File: config.mk
export PLATFORM = sky130hd
export DESIGN_NAME = sdram_cmd_tracker
export DESIGN_NICKNAME = d
export VERILOG_FILES = /design/src/rtl/sdram_dec_pkg.sv /design/src/rtl/sdram_cmd_decode.sv /design/src/rtl/sdram_bank_slot.sv /design/src/rtl/sdram_mask_pipe.sv /design/src/rtl/sdram_cmd_tracker.sv
export SDC_FILE = /design/constraint.sdc
export NUM_CORES = 1
export LEC_CHECK = 0
export BUFFER_PORTS_ARGS = -buffer_cell sky130_fd_sc_hd__buf_2
export CELL_PAD_IN_SITES_DETAIL_PLACEMENT = 0
export CELL_PAD_IN_SITES_GLOBAL_PLACEMENT = 1
export CORE_MARGIN = 2
export CORE_UTILIZATION = 40
export DETAILED_ROUTE_END_ITERATION = 8
export PLACE_DENSITY = 0.76
export SLEW_MARGIN = 20
export SYNTH_ARGS = -nofsm -noshare
export SYNTH_HDL_FRONTEND = slang
export SYNTH_SLANG_ARGS = --single-unit
File: constraint.sdc
create_clock -name clk -period 2.7 [get_ports clk]
set_input_delay 0.135 -clock clk [delete_from_list [all_inputs] [get_ports clk]]
set_output_delay 0.135 -clock clk [all_outputs]
set_load 0.03 [all_outputs]
File: src/rtl/sdram_dec_pkg.sv
`timescale 1ns/1ps
// Shared command codes, power states and error bit positions for the
// SDRAM command tracker. Assumes a four-bit command report.
package sdram_dec_pkg;

    typedef enum logic [3:0] {
        CMD_NOP    = 4'd0,
        CMD_ACT    = 4'd1,
        CMD_RD     = 4'd2,
        CMD_WR     = 4'd3,
        CMD_BST    = 4'd4,
        CMD_PRE    = 4'd5,
        CMD_PREALL = 4'd6,
        CMD_AREF   = 4'd7,
        CMD_SREF   = 4'd8,
        CMD_LMR    = 4'd9
    } cmd_e;

    typedef enum logic [1:0] {
        PS_RUN  = 2'd0,
        PS_SELF = 2'd1,
        PS_EXIT = 2'd2
    } pwr_e;

    localparam int ERR_IDLE = 0;
    localparam int ERR_OPEN = 1;
    localparam int ERR_BUSY = 2;
    localparam int ERR_CKE  = 3;
    localparam int ERR_W    = 4;

endpackage

File: src/rtl/sdram_cmd_decode.sv
`timescale 1ns/1ps
// Combinational decode of the strobe pins into a command code.
// Assumes the caller samples the result on the clock edge; the
// auto-precharge bit only qualifies the precharge encoding here.
module sdram_cmd_decode
    import sdram_dec_pkg::*;
(
    input  logic cs_n,
    input  logic ras_n,
    input  logic cas_n,
    input  logic we_n,
    input  logic cke,
    input  logic ap_bit,
    output cmd_e cmd
);

    // Map chip select and the three strobes to one command.
    always_comb begin
        if (cs_n) begin
            cmd = CMD_NOP;
        end else begin
            case ({ras_n, cas_n, we_n})
                3'b011:  cmd = CMD_ACT;
                3'b101:  cmd = CMD_RD;
                3'b100:  cmd = CMD_WR;
                3'b110:  cmd = CMD_BST;
                3'b010:  cmd = ap_bit ? CMD_PREALL : CMD_PRE;
                3'b001:  cmd = cke ? CMD_AREF : CMD_SREF;
                3'b000:  cmd = CMD_LMR;
                default: cmd = CMD_NOP;
            endcase
        end
    end

endmodule

File: src/rtl/sdram_bank_slot.sv
`timescale 1ns/1ps
// State of one bank: open flag, open row and auto-precharge countdown.
// Assumes the caller raises act_i only for an idle bank and acc_i only
// for an open bank; requests are mutually exclusive per cycle.
module sdram_bank_slot #(
    parameter int ROW_W = 12,
    parameter int CNT_W = 4
) (
    input  logic             clk,
    input  logic             rst_n,
    input  logic             act_i,
    input  logic [ROW_W-1:0] row_i,
    input  logic             close_i,
    input  logic             acc_i,
    input  logic             acc_ap_i,
    input  logic [CNT_W-1:0] burst_i,
    output logic             open_o,
    output logic [ROW_W-1:0] row_o
);

    logic [CNT_W-1:0] cnt_q;

    // Track open/close and count down a pending auto precharge.
    always_ff @(posedge clk) begin
        if (!rst_n) begin
            open_o <= 1'b0;
            row_o  <= '0;
            cnt_q  <= '0;
        end else if (act_i) begin
            open_o <= 1'b1;
            row_o  <= row_i;
            cnt_q  <= '0;
        end else if (close_i) begin
            open_o <= 1'b0;
            cnt_q  <= '0;
        end else if (acc_i) begin
            cnt_q  <= acc_ap_i ? burst_i : '0;
        end else if (cnt_q == CNT_W'(1)) begin
            open_o <= 1'b0;
            cnt_q  <= '0;
        end else if (cnt_q != '0) begin
            cnt_q  <= cnt_q - 1'b1;
        end
    end

    // a pending countdown only exists on an open bank.
    p_pending_open_r5: assert property (@(posedge clk) disable iff (!rst_n)
        (cnt_q != '0) |-> open_o);

    // the last count closes the bank unless a new access reloads it.
    p_count_close_r5: assert property (@(posedge clk) disable iff (!rst_n)
        (cnt_q == CNT_W'(1) && !acc_i) |=> !open_o);

endmodule

File: src/rtl/sdram_mask_pipe.sv
`timescale 1ns/1ps
// Data-mask enables: write path uses the mask of the current sample,
// read path delays it by RD_LAT further clocks. Assumes RD_LAT >= 1.
module sdram_mask_pipe #(
    parameter int W      = 2,
    parameter int RD_LAT = 2
) (
    input  logic         clk,
    input  logic         rst_n,
    input  logic [W-1:0] dqm,
    output logic [W-1:0] wr_mask_o,
    output logic [W-1:0] rd_mask_o
);

    logic [W-1:0] pipe_q [0:RD_LAT];
    logic [1:0]   age_q;

    // Shift the sampled mask down the read latency chain.
    always_ff @(posedge clk) begin
        if (!rst_n) begin
            for (int i = 0; i <= RD_LAT; i++) pipe_q[i] <= '0;
        end else begin
            pipe_q[0] <= dqm;
            for (int i = 1; i <= RD_LAT; i++) pipe_q[i] <= pipe_q[i-1];
        end
    end

    // Count clocks since reset so the latency check has history.
    always_ff @(posedge clk) begin
        if (!rst_n)               age_q <= '0;
        else if (age_q != 2'd3)   age_q <= age_q + 2'd1;
    end

    assign wr_mask_o = pipe_q[0];
    assign rd_mask_o = pipe_q[RD_LAT];

    generate
        if (RD_LAT == 2) begin : g_lag_chk
            // read enable repeats the write enable two clocks later.
            p_rd_lag_r9: assert property (@(posedge clk) disable iff (!rst_n)
                (age_q == 2'd3) |-> (rd_mask_o == $past(wr_mask_o, 2)));
        end
    endgenerate

endmodule

File: src/rtl/sdram_cmd_tracker.sv
`timescale 1ns/1ps
// Top of the SDRAM command decoder and bank tracker. Samples the pins
// each rising edge, validates the command against bank and power state,
// and updates banks, mode op-code, refresh counter and self refresh.
// Assumes BANKS is a power of two and AP_BIT < ROW_W.
module sdram_cmd_tracker
    import sdram_dec_pkg::*;
#(
    parameter int  ROW_W  = 12,
    parameter int  BANKS  = 4,
    parameter int  DQM_W  = 2,
    parameter int  AP_BIT = 10,
    parameter int  CNT_W  = 4,
    parameter int  RD_LAT = 2,
    localparam int BA_W   = $clog2(BANKS)
) (
    input  logic                   clk,
    input  logic                   rst_n,
    input  logic                   cs_n,
    input  logic                   ras_n,
    input  logic                   cas_n,
    input  logic                   we_n,
    input  logic                   cke,
    input  logic [BA_W-1:0]        ba,
    input  logic [ROW_W-1:0]       addr,
    input  logic [DQM_W-1:0]       dqm,
    output logic [3:0]             cmd_o,
    output logic [ERR_W-1:0]       err_o,
    output logic [BANKS-1:0]       bank_open_o,
    output logic [BANKS*ROW_W-1:0] open_rows_o,
    output logic [ROW_W-1:0]       mode_o,
    output logic [ROW_W-1:0]       refresh_row_o,
    output logic                   self_ref_o,
    output logic [DQM_W-1:0]       wr_mask_o,
    output logic [DQM_W-1:0]       rd_mask_o
);

    cmd_e             dec_cmd;
    cmd_e             eff_cmd;
    pwr_e             pstate_q;
    logic [ERR_W-1:0] err_n;
    logic             accept;
    logic             any_open;
    logic             sel_open;
    logic [CNT_W-1:0] burst_len;
    logic [ROW_W-1:0] row_q [BANKS];

    sdram_cmd_decode u_dec (
        .cs_n   (cs_n),
        .ras_n  (ras_n),
        .cas_n  (cas_n),
        .we_n   (we_n),
        .cke    (cke),
        .ap_bit (addr[AP_BIT]),
        .cmd    (dec_cmd)
    );

    assign any_open = |bank_open_o;
    assign sel_open = bank_open_o[ba];

    // Burst length from the stored mode op-code.
    always_comb begin
        if (mode_o[2]) burst_len = CNT_W'(8);
        else           burst_len = CNT_W'(1) << mode_o[1:0];
    end

    // Qualify the decoded command against power and bank state.
    always_comb begin
        eff_cmd = CMD_NOP;
        err_n   = '0;
        accept  = 1'b0;
        if (pstate_q == PS_RUN) begin
            eff_cmd = dec_cmd;
            if (!cke && dec_cmd != CMD_SREF) begin
                err_n[ERR_CKE] = 1'b1;
            end else begin
                case (dec_cmd)
                    CMD_ACT: begin
                        if (sel_open) err_n[ERR_OPEN] = 1'b1;
                        else          accept = 1'b1;
                    end
                    CMD_RD, CMD_WR: begin
                        if (!sel_open) err_n[ERR_IDLE] = 1'b1;
                        else           accept = 1'b1;
                    end
                    CMD_AREF, CMD_SREF, CMD_LMR: begin
                        if (any_open) err_n[ERR_BUSY] = 1'b1;
                        else          accept = 1'b1;
                    end
                    default: accept = 1'b1;
                endcase
            end
        end
    end

    generate
        for (genvar b = 0; b < BANKS; b++) begin : g_bank
            logic hit;
            assign hit = (ba == BA_W'(b));

            sdram_bank_slot #(
                .ROW_W (ROW_W),
                .CNT_W (CNT_W)
            ) u_slot (
                .clk      (clk),
                .rst_n    (rst_n),
                .act_i    (accept && eff_cmd == CMD_ACT && hit),
                .row_i    (addr),
                .close_i  (accept && (eff_cmd == CMD_PREALL ||
                                      (eff_cmd == CMD_PRE && hit))),
                .acc_i    (accept && (eff_cmd == CMD_RD || eff_cmd == CMD_WR) && hit),
                .acc_ap_i (addr[AP_BIT]),
                .burst_i  (burst_len),
                .open_o   (bank_open_o[b]),
                .row_o    (row_q[b])
            );

            assign open_rows_o[b*ROW_W +: ROW_W] = row_q[b];
        end
    endgenerate

    // Register the reported command and error flags.
    always_ff @(posedge clk) begin
        if (!rst_n) begin
            cmd_o <= CMD_NOP;
            err_o <= '0;
        end else begin
            cmd_o <= eff_cmd;
            err_o <= err_n;
        end
    end

    // Store the mode op-code and advance the refresh row counter.
    always_ff @(posedge clk) begin
        if (!rst_n) begin
            mode_o        <= '0;
            refresh_row_o <= '0;
        end else if (accept) begin
            if (eff_cmd == CMD_LMR)  mode_o        <= addr;
            if (eff_cmd == CMD_AREF) refresh_row_o <= refresh_row_o + 1'b1;
        end
    end

    // Power state: run, self refresh, and one forced-NOP exit cycle.
    always_ff @(posedge clk) begin
        if (!rst_n) begin
            pstate_q <= PS_RUN;
        end else begin
            case (pstate_q)
                PS_RUN:  if (accept && eff_cmd == CMD_SREF) pstate_q <= PS_SELF;
                PS_SELF: if (cke) pstate_q <= PS_EXIT;
                default: pstate_q <= PS_RUN;
            endcase
        end
    end

    assign self_ref_o = (pstate_q == PS_SELF);

    sdram_mask_pipe #(
        .W      (DQM_W),
        .RD_LAT (RD_LAT)
    ) u_mask (
        .clk       (clk),
        .rst_n     (rst_n),
        .dqm       (dqm),
        .wr_mask_o (wr_mask_o),
        .rd_mask_o (rd_mask_o)
    );

    // an inhibit always reports NOP.
    p_inhibit_nop_r1: assert property (@(posedge clk) disable iff (!rst_n)
        cs_n |=> (cmd_o == CMD_NOP));

    // the refresh row only ever moves by one.
    p_refresh_step_r6: assert property (@(posedge clk) disable iff (!rst_n)
        (refresh_row_o != $past(refresh_row_o)) |->
        (refresh_row_o == ROW_W'($past(refresh_row_o) + 1'b1)));

    // with clock enable low, self refresh holds and refresh is frozen.
    p_self_hold_r7: assert property (@(posedge clk) disable iff (!rst_n)
        (self_ref_o && !cke) |=> (self_ref_o && $stable(refresh_row_o)));

    // the cycle after leaving self refresh reports NOP too.
    p_exit_nop_r7: assert property (@(posedge clk) disable iff (!rst_n)
        $fell(self_ref_o) |-> (cmd_o == CMD_NOP));

    // the mode op-code only changes with a load mode report.
    p_mode_hold_r8: assert property (@(posedge clk) disable iff (!rst_n)
        (cmd_o != CMD_LMR) |-> $stable(mode_o));

    // at most one error reason per command.
    p_err_single_r10: assert property (@(posedge clk) disable iff (!rst_n)
        $onehot0(err_o));

endmodule

; After elaboration in Yosys (flattened, before gate mapping)
; Memory sizes are Yosys's and may differ from the RTL's.
; Index checks and enable logic that the tools add are counted.
[totals]
ff_bits = 102
mem_bits_rw = 6
input_bits = 23
output_inout_bits = 89
word_cells = 183
mem_count = 1
[op_classes]
add_sub_neg = 5
order_cmp = 1
eq_ne = 35
shift = 1
n_mux = 53
n_bitwise = 8
n_reduce_logical = 59
[memory_table]
columns = name, words, word_bits, rd, rd_ports_with_merged_regs, write_ports, line_no
row1 = u_mask.pipe_q, 3, 2, 3, 0, 3, sdram_mask_pipe.sv:15  ; logic [W-1:0] pipe_q [0:RD_LAT];
[ops]
columns = cell, n
row1 = 4-bit two-way mux, 17
row2 = 4-bit one-hot mux with 7 select lines, 1
row3 = 1-bit two-way mux, 26
row4 = "4-bit by 1-bit == test with 1-bit output, second input constant", 6
row5 = 3-bit nonzero test, 8
row6 = 1-bit logical AND, 20
row7 = "4-bit by 2-bit == test with 1-bit output, second input constant", 4
row8 = "4-bit by 3-bit == test with 1-bit output, second input constant", 4
row9 = "4-bit == test, second input constant", 4
row10 = 2-bit AND reduction, 8
row11 = 4-bit nonzero test, 4
row12 = 4-bit OR reduction, 4
row13 = "4-bit by 1-bit subtractor with 4-bit output, second input constant", 4
row14 = 3-bit OR reduction, 5
row15 = "12-bit by 1-bit adder with 12-bit output, second input constant", 1
row16 = 2-bit two-way mux, 6
row17 = "3-bit by 1-bit != test with 1-bit output, second input constant", 4
row18 = "3-bit == test, second input constant", 3
row19 = "3-bit by 2-bit == test with 1-bit output, second input constant", 2
row20 = 1-bit logical OR, 5
row21 = 1-bit inverter, 5
row22 = "2-bit by 1-bit == test with 1-bit output, second input constant", 2
row23 = "2-bit == test, second input constant", 2
row24 = 2-bit zero test, 2
row25 = 13 further kinds, 15

; Depth between registers and ports, before layout
; Gate-level depths: netlist of run 1.
[logic_depth]
depth_word = 13
ltp_mapped = 8
ltp_nobuf = 7

; Modules after synthesis
; From an unflattened synthesis of run 1, not the netlist that was laid out.
[unflattened]
cells_unflattened = 561
area_unflattened_um2 = 5197.5
[modules_own_cells]
columns = module, instances, cells_each, area_each_um2, seq_area_each_um2
row1 = sdram_bank_slot, 4, 82, 804.5, 340.3
row2 = sdram_cmd_tracker, 1, 205, 1712.9, 680.7
row3 = sdram_mask_pipe, 1, 16, 187.7, 120.1
row4 = sdram_cmd_decode, 1, 12, 78.8, 0.0

; Worst setup path after synthesis of run 1
; OpenSTA, ideal clock, no wires.
[synth_path]
path_kind = flip-flop to flip-flop
start = reg g_bank[1].u_slot.open_o
end = reg g_bank[1].u_slot.row_o[10]
setup_time_ns = 0.128
t_arrival_ns = 1.846
required_ns = 2.572
setup_slack_ns = 0.727
path_stages_with_launch = 8
n_path_buf = 2
period_less_slack_ns = 1.973
cell_sequence = dfxtp_1 -> or4_1 -> o22ai_1 -> buf_4 -> o2111a_2 -> buf_6 -> mux2i_1 -> nor2_1
[synth_via]
elab_chain_len = 8
word_cells_on_any_way = 11
classes_between = mux: 8 / reduce/logical: 3
[synth_lines]
columns = element, line_no
row1 = "start, declared", sdram_bank_slot.sv:17  ; output logic open_o,
row2 = "start signal, assigned", sdram_bank_slot.sv:26  ; open_o <= 1'b0;
row3 = "start signal, assigned", sdram_bank_slot.sv:30  ; open_o <= 1'b1;
row4 = "start signal, assigned", sdram_bank_slot.sv:34  ; open_o <= 1'b0;
row5 = 1-bit binary-select mux with 2-bit select, sdram_cmd_tracker.sv:59  ; assign sel_open = bank_open_o[ba];
row6 = 1-bit two-way mux (not written as such), sdram_cmd_tracker.sv:59
row7 = 1-bit two-way mux (on tied branches), "sdram_cmd_tracker.sv:83, sdram_cmd_tracker.sv:79"
row8 = 1-bit one-hot mux with 3 select lines (*), sdram_cmd_tracker.sv:77  ; case (dec_cmd)
row9 = 1-bit two-way mux (*), sdram_cmd_tracker.sv:74  ; if (!cke && dec_cmd != CMD_SREF) begin
row10 = 1-bit two-way mux (*), sdram_cmd_tracker.sv:72  ; if (pstate_q == PS_RUN) begin
row11 = 1-bit logical AND (*) (2 in series), sdram_cmd_tracker.sv:107  ; .act_i (accept && eff_cmd == CMD_ACT && hit),
row12 = "end signal, assigned", sdram_bank_slot.sv:31  ; row_o <= row_i;
row13 = "end, declared", sdram_bank_slot.sv:18  ; output logic [ROW_W-1:0] row_o
; Every way passes the cells marked *; elsewhere a longest branch is shown, timed or not. The select of a mux whose other input is x is not followed.
; A chain may end at the register's enable or synchronous reset.

; Worst setup path in the final report of run 1
[layout_path]
start = reg g_bank[1].u_slot.open_o
end = reg g_bank[1].u_slot.cnt_q[0]
[layout_via]
elab_chain_len = 9
word_cells_on_any_way = 17
classes_between = mux: 9 / reduce/logical: 8
[layout_lines]
columns = element, line_no
row1 = 1-bit binary-select mux with 2-bit select, sdram_cmd_tracker.sv:59
row2 = 1-bit two-way mux (not written as such), sdram_cmd_tracker.sv:59
row3 = 1-bit two-way mux (on tied branches), "sdram_cmd_tracker.sv:83, sdram_cmd_tracker.sv:79"
row4 = 1-bit one-hot mux with 3 select lines (*), sdram_cmd_tracker.sv:77
row5 = 1-bit two-way mux (*), sdram_cmd_tracker.sv:74
row6 = 1-bit two-way mux (*), sdram_cmd_tracker.sv:72
row7 = 1-bit logical AND (on tied branches) (2 in series), "sdram_cmd_tracker.sv:111, sdram_cmd_tracker.sv:107"
row8 = "3-bit nonzero test (no source line), or another cell as far along", -
row9 = "end signal, assigned", sdram_bank_slot.sv:37  ; cnt_q <= acc_ap_i ? burst_i : '0;
row10 = "end signal, assigned", sdram_bank_slot.sv:42  ; cnt_q <= cnt_q - 1'b1;
row11 = "end, declared", sdram_bank_slot.sv:21  ; logic [CNT_W-1:0] cnt_q;
; Marks and branches as above.

==> metrics.cfg, run 1 <==
[run_status]
status = complete, no violations

[placement]
dpl.hpwl_um = 9410
place_congestion = 0.803
dp_slack_ns = 0.376
port_buffers = 111

[pwr]
power_switching_mw = 1.22
pwr-share-clk_pct = 32.5
switching_share_pct = 31.0
powerDensity_nw_per_um2 = 651
irDropWorstVdd_mv = 0.393
pwr-share-seq_pct = 45.4
p_comb_share_pct = 22.0
p_leak_nw = 2.70
p_int_mw = 2.71

[floorplanning]
die-width_um = 117
core_area_sq_um = 12500
die-area_sq_um = 13600
initial_core_util_pct = 40.6
die_y_um = 117
row_count = 41
num_io_pins = 112

[global_routing]
grt_pass1_vias = 4089
grt_remaining_overflow = 0
grt_antenna_before_repair = 0
grt_pass1_wl_um = 20500
grt_usage_pct = 19.4
grt_start_max_net_pins = 74

[routing]
wl_per_cell_um = 15.6
top_layer_used = met4
first_pass_iters = 5
drt-initial-drc-count = 168
viasPerCell = 5.27
wl_met3_um = 934
num_vias = 4399
wl_met1_um = 5900
drtAntennaViolNets = 0
dr_wl_met2_um = 6010
drc_errors = 0
wl_um = 13000

[hold_path]
min_delay_worst_endpoint = mode_o[3]$_SDFFE_PN0P_
hold_class = primary input to flop
hold_depth = 3
min-delay-start = addr[3]

[logic_synthesis]
synth-seq-cells = 108
ys_seq_area_share_pct = 42.5
syn-num-nets = 598
synth_ff_type = dfxtp_1
syn_inst = 565
synth-edff-count = 0
yosysWarnings = 0
syn_avg_cell_area_sq_um = 9.00
synth-async-reset-ratio_pct = 0
syn_area_sq_um = 5080
yosysUniqueCellTypes = 54

[timing]
min_period_ns = 2.27
totalNegativeSetupSlack_ns = 0
tightest_slew_ns = 0.744
slew_viol_final = 0
setup_violations = 0
rsz0062_at_grt = false
fin_crit_sh_pct = 84.2
worst_slack_ns = 0.427
skew_ns = 0.0152
max_slew_margin_pct = 50.4
hold_viol = 0
clock.fmax_ghz = 0.440

[setup_path]
r2r_setup_slack_ns = 0.43
cp.required_ns = 2.97
critPathLaunch = g_bank[1].u_slot.open_o$_SDFFE_PN0P_
worstSetupPathType = flop to flop
worstPathMaxFanout = 12
r2r-start = g_bank[1].u_slot.open_o$_SDFFE_PN0P_
critPathLaunchType = flop
worstRegToRegCells = 6
r2r-end = g_bank[1].u_slot.cnt_q[0]$_SDFFE_PP0P_
arrival_ns = 2.54
crit_path_end_kind = flop

[clock_tree]
cts-root-buf = clkbuf_16
clock_latency_ns = 0.36
cts_inserted_buffers = 9
cts_max_level = 3
cts.sinks = 108
cts_buffer_depth = 2
post_cts_buffers = 0
cts_tree = yes
postCtsHoldBufs = 2
clkTransAtPathRegs_ns = 0.08
cts-resized-gates = 0

[cells_and_area]
drive_above_1_share_pct = 23.6
fin_util_pct = 48.1
syn_to_final_growth_pct = 18.5
n_antenna_cell = 0
finalNetCount = 690

[flow_run]
cap_violations = 0

[synthesized netlist by cell type (4+ instances only)]
cell type  count  area [sq um]
nand2b_1       7          43.8
nand2_1       17          63.8
or3_1          9          56.3
nor2_1        68           255
buf_4         10          75.1
ha_1          10           125
a211oi_1      13          97.6
nor3b_1        4          30.0
nor2b_1       12          75.1
o22ai_1        5          31.3
inv_1         12          45.0
nand3_1       25           125
clkbuf_1      20          75.1
nor4_1         8          50.1
mux2i_1       55           551
nand4_1        4          25.0
and3_1         5          31.3
a21oi_1       44           220
nor4b_1        4          35.0
dfxtp_1      108          2160
o211ai_1       7          52.6
buf_2          9          45.0
o21ai_0       32           160
nor3_1        17          85.1
and2_1        10          62.6
or2_2          6          37.5
[worst max path at each step]
stage | cells after the start | end | slack (ns)
3_5_place_dp | 6 | g_bank[1].u_slot.cnt_q[2]$_SDFFE_PP0P_ | 0.38
2_1_floorplan | 7 | g_bank[1].u_slot.row_o[10]$_SDFFE_PN0P_ | 0.73
6_report | 6 | g_bank[1].u_slot.cnt_q[0]$_SDFFE_PP0P_ | 0.43
5_1_grt | 5 | g_bank[3].u_slot.open_o$_SDFFE_PN0P_ | 0.30
3_3_place_gp | 6 | g_bank[1].u_slot.cnt_q[0]$_SDFFE_PP0P_ | 0.41
4_1_cts | 6 | g_bank[1].u_slot.cnt_q[3]$_SDFFE_PP0P_ | 0.42
[flip-flops by register name (all words and copies together) (netlist names)]
signal,cells
g_bank.u_slot.row_o,48
refresh_row_o,12
pstate_q,2
cmd_o,4
g_bank.u_slot.cnt_q,16
u_mask.pipe_q,6
mode_o,12
g_bank.u_slot.open_o,4
err_o,4
[final cells by class]
class	instances	area [sq um]
clock buffer	10	229
fill	1293	6490
tap	172	215
clock inverter	6	55.1
inverter	12	45.0
multi-input combinational	403	2670
sequential	108	2160
timing repair buffer	123	651
[metal layers]
metal	vias to the layer above	track usage, %
met5	-	0
met4	0	6.90
met3	13	5.76
met2	129	31.2
met1	2051	24.8
li1	2206	-
[worst max-delay path: stages, from the launching register on]
cell      delay (ns)
dfxtp_1         0.35
or4_1           0.58
o22ai_1         0.15
buf_4           0.23
o2111a_1        0.46
nand2_1         0.17
a211oi_1        0.25
[cell families (layout without fill, tap and decap cells)]
| logic type | count (synthesis) | count (layout) | share of synthesized area, % |
|---|---|---|---|
| DFF | 108 | 108 | 42.5 |
| and+or+nand+nor | 213 | 213 | 22.2 |
| buffers and inverters | 54 | 151 | 5.10 |
| AOI/OAI and AO/OA | 120 | 120 | 15.7 |
| xor gates and xnor gates | 4 | 4 | 0.689 |
| adders and majority gates | 10 | 10 | 2.46 |
| muxes | 56 | 56 | 11.3 |
[stage by stage]
stage	hold WS, ns	total power [mW]	cells	instance area (sq um)
floorplan	0.262	2.47	565	5080
global placement	0.346	2.64	816	5720
detailed placement	0.350	2.68	816	5720
CTS	0.0635	3.96	834	6020
global route	0.0726	4.16	834	6020
finish	0.0658	3.92	834	6020
[power groups by stage]
stage	Combinational (mW)	Sequential, mW	Clock [mW]
2_1_floorplan	0.661	1.81	0
3_3_place_gp	0.829	1.81	0
3_5_place_dp	0.861	1.82	0
4_1_cts	0.870	1.78	1.31
5_1_grt	0.986	1.80	1.38
6_report	0.864	1.78	1.28
[cells in the final DEF (no fill, tap or decap), types with 9 or more instances in the layout]
cell type	instances
o21ai_0	32
nand3_1	25
dfxtp_1	108
or3_1	9
nor3_1	17
nor2b_1	12
mux2i_1	55
nor2_1	68
inv_1	11
nand2_1	17
ha_1	10
buf_4	10
and2_1	10
clkbuf_16	9
a21oi_1	44
a211oi_1	13
buf_2	111
(Power assumes the default switching activity.)
==> run 2: changes to the inputs <==
Settings changed: ABC_AREA set to 1, CORE_UTILIZATION 40 to 39, PLACE_DENSITY 0.76 to 0.77.
Clock period 2.7 ns to 2.2 ns, I/O delays scaled along.
==> run 2 against run 1 <==
Sequential cell count unchanged. Total power up 39%. Final cell count up 21%. Wire length up 6.2%. Fmax up 17%. Largest power group unchanged. Largest cell class unchanged.
==> metrics.cfg, run 2 <==
[hold_path]
min-delay-start = addr[6]
hold_depth = 3
hold_class = primary input to flop
min_delay_worst_endpoint = mode_o[6]$_SDFFE_PN0P_

[global_routing]
grt_antenna_before_repair = 0
grt_start_max_net_pins = 38
grt_pass1_vias = 4623
grt_usage_pct = 19.8
grt_pass1_wl_um = 22800
grt_remaining_overflow = 0

[logic_synthesis]
yosysUniqueCellTypes = 37
syn-num-nets = 752
ys_top_cells_by_count = nand2_1, dfxtp_1, a21oi_1, inv_1, nor2_1
yosysTopAreaCell = dfxtp_1
yosysWarnings = 0
syn_inst = 719
yosysMostFrequentCell = nand2_1
syn_avg_cell_area_sq_um = 7.22
synth_top_area_share_pct = 41.6
synth-edff-count = 0
synth-async-reset-ratio_pct = 0
synth_ff_type = dfxtp_1
synth-seq-cells = 108
syn_area_sq_um = 5190
ys_seq_area_share_pct = 41.6
netlist_top_cells_area = dfxtp_1, nand2_1, a21oi_1

[cells_and_area]
largest_reg_flops = 48
drive_above_1_share_pct = 25.2
top_register = g_bank.u_slot.row_o
finalNetCount = 862
final_cell_mix = nand2_1, buf_2, dfxtp_1, a21oi_1, inv_1
syn_to_final_growth_pct = 20.7
largestRegisters = g_bank.u_slot.row_o (48), g_bank.u_slot.cnt_q (16)
fin_util_pct = 47.7
layout_commonest_cell = nand2_1
n_antenna_cell = 0

[placement]
place_congestion = 0.830
dpl.hpwl_um = 10300
dp_slack_ns = 0.0998
port_buffers = 111

[run_status]
status = complete, no violations

[pwr]
total_power_mw = 5.46
p_leak_nw = 2.80
irDropWorstVdd_mv = 0.504
powerDensity_nw_per_um2 = 872

[floorplanning]
core_area_sq_um = 13100
num_io_pins = 112
die_y_um = 119
die-width_um = 119
die-area_sq_um = 14200
row_count = 42
initial_core_util_pct = 39.5

[clock_tree]
cts_tree = yes
clock_latency_ns = 0.34
post_cts_buffers = 0
cts-root-buf = clkbuf_16
cts_max_level = 3
cts.sinks = 108
clkTransAtPathRegs_ns = 0.08
cts_buffer_depth = 2
cts_inserted_buffers = 9

[timing]
setup_violations = 0
worst_slack_ns = 0.262
rsz0062_at_grt = false
skew_ns = 0.00999
fin_crit_sh_pct = 88.1
totalNegativeSetupSlack_ns = 0
clock.fmax_ghz = 0.516
tightest_slew_ns = 0.652
min_period_ns = 1.94
slew_viol_final = 0
max_slew_margin_pct = 56.4
hold_viol = 0

[routing]
wl_per_cell_um = 13.7
drc_errors = 0
drtAntennaViolNets = 0
wl_um = 13800
first_pass_iters = 4
num_vias = 4811
viasPerCell = 4.77
drt-initial-drc-count = 149

[setup_path]
crit_path_end_kind = flop
cp_cell_sequence = inv_1 -> nor2_1 -> a21oi_1 -> nand3_1 -> inv_1 -> nand2_1 -> nand2_2 -> nand3_4 -> nand2_4 -> inv_8 -> nand3_4 -> inv_4 -> nand2_1 -> a21oi_2
cp.required_ns = 2.47
arrival_ns = 2.21
worstRegToRegCells = 14
r2r-start = g_bank[3].u_slot.open_o$_SDFFE_PN0P_
critPathLaunchType = flop
slowest_delay_ns = 0.43
cp_slowest_cell = dfxtp_1
r2r_setup_slack_ns = 0.26
worstSetupPathType = flop to flop
r2r-end = g_bank[2].u_slot.row_o[1]$_SDFFE_PN0P_
worstPathMaxFanout = 15

[flow_run]
cap_violations = 0

## run 2: stage by stage
step	instance area, sq um	instances	hold slack, ns
2_1_floorplan	5190	719	0.208
3_3_place_gp	5900	992	0.293
3_5_place_dp	5900	992	0.296
4_1_cts	6260	1009	0.0672
5_1_grt	6270	1009	0.0691
6_report	6270	1009	0.0734
## run 2: layer usage
| layer | track usage (%) | part of all wire (%) | vias to the layer above |
|---|---|---|---|
| li1 | - | - | 2496 |
| met1 | 25.0 | 46 | 2217 |
| met2 | 33.0 | 47 | 86 |
| met3 | 6.27 | 6.0 | 12 |
| met4 | 4.93 | 1.3 | 0 |
| met5 | 0 | 0 | - |
## run 2: how the worst max path moves through the flow
stage	from	end	slack, ns	cells past startpoint
3_5_place_dp	ras_n	g_bank[2].u_slot.row_o[1]$_SDFFE_PN0P_	0.1	13
4_1_cts	g_bank[3].u_slot.open_o$_SDFFE_PN0P_	g_bank[2].u_slot.row_o[1]$_SDFFE_PN0P_	0.22	14
2_1_floorplan	ras_n	g_bank[1].u_slot.row_o[1]$_SDFFE_PN0P_	0.54	15
3_3_place_gp	ras_n	g_bank[2].u_slot.row_o[3]$_SDFFE_PN0P_	0.19	14
6_report	g_bank[3].u_slot.open_o$_SDFFE_PN0P_	g_bank[2].u_slot.row_o[1]$_SDFFE_PN0P_	0.26	14
5_1_grt	g_bank[3].u_slot.open_o$_SDFFE_PN0P_	mode_o[3]$_SDFFE_PN0P_	0.0002	14
## run 2: area by class of cell
class | instances | area (sq um)
inverters | 75 | 295
multi-input cells | 507 | 2540
clock inverters | 5 | 110
repair buffers | 128 | 713
fillers | 1378 | 6870
flip-flops and latches | 108 | 2160
clock buffers | 10 | 229
well taps | 176 | 220
## run 2: worst max-delay path, delay by kind of cell, from the launching register on
kind,cells,cell delay [ns]
flip-flops,1,0.43
AND/OR/NAND/NOR,8,0.86
buffers and inverters,4,0.41
AO/OA/AOI/OAI,2,0.17
## run 2: cell families (layout without fill, tap and decap cells)
kind of cell    count (synthesis)  after routing  synth area share (%)
fa+ha+maj                      10             10                  2.41
compound gates                113            113                  13.2
buf+inv                       104            218                  9.50
xor+xnor                        7              7                  1.18
simple gates                  377            377                  32.0
flops                         108            108                  41.6
## run 2: report_power, final
part | total, mW | internal (mW) | switching [mW]
combinational | 1.40 | 0.548 | 0.848
sequential | 2.21 | 2.10 | 0.108
clock | 1.86 | 1.12 | 0.742
total | 5.46 | 3.76 | 1.70
## run 2: repair_timing
item | 4_1_cts | 5_1_grt
endpoints found under the setup margin | 0 | 11
hold buffers | 2 | 0
endpoints found under the hold margin | 2 | 0
resized for setup | 0 | 1
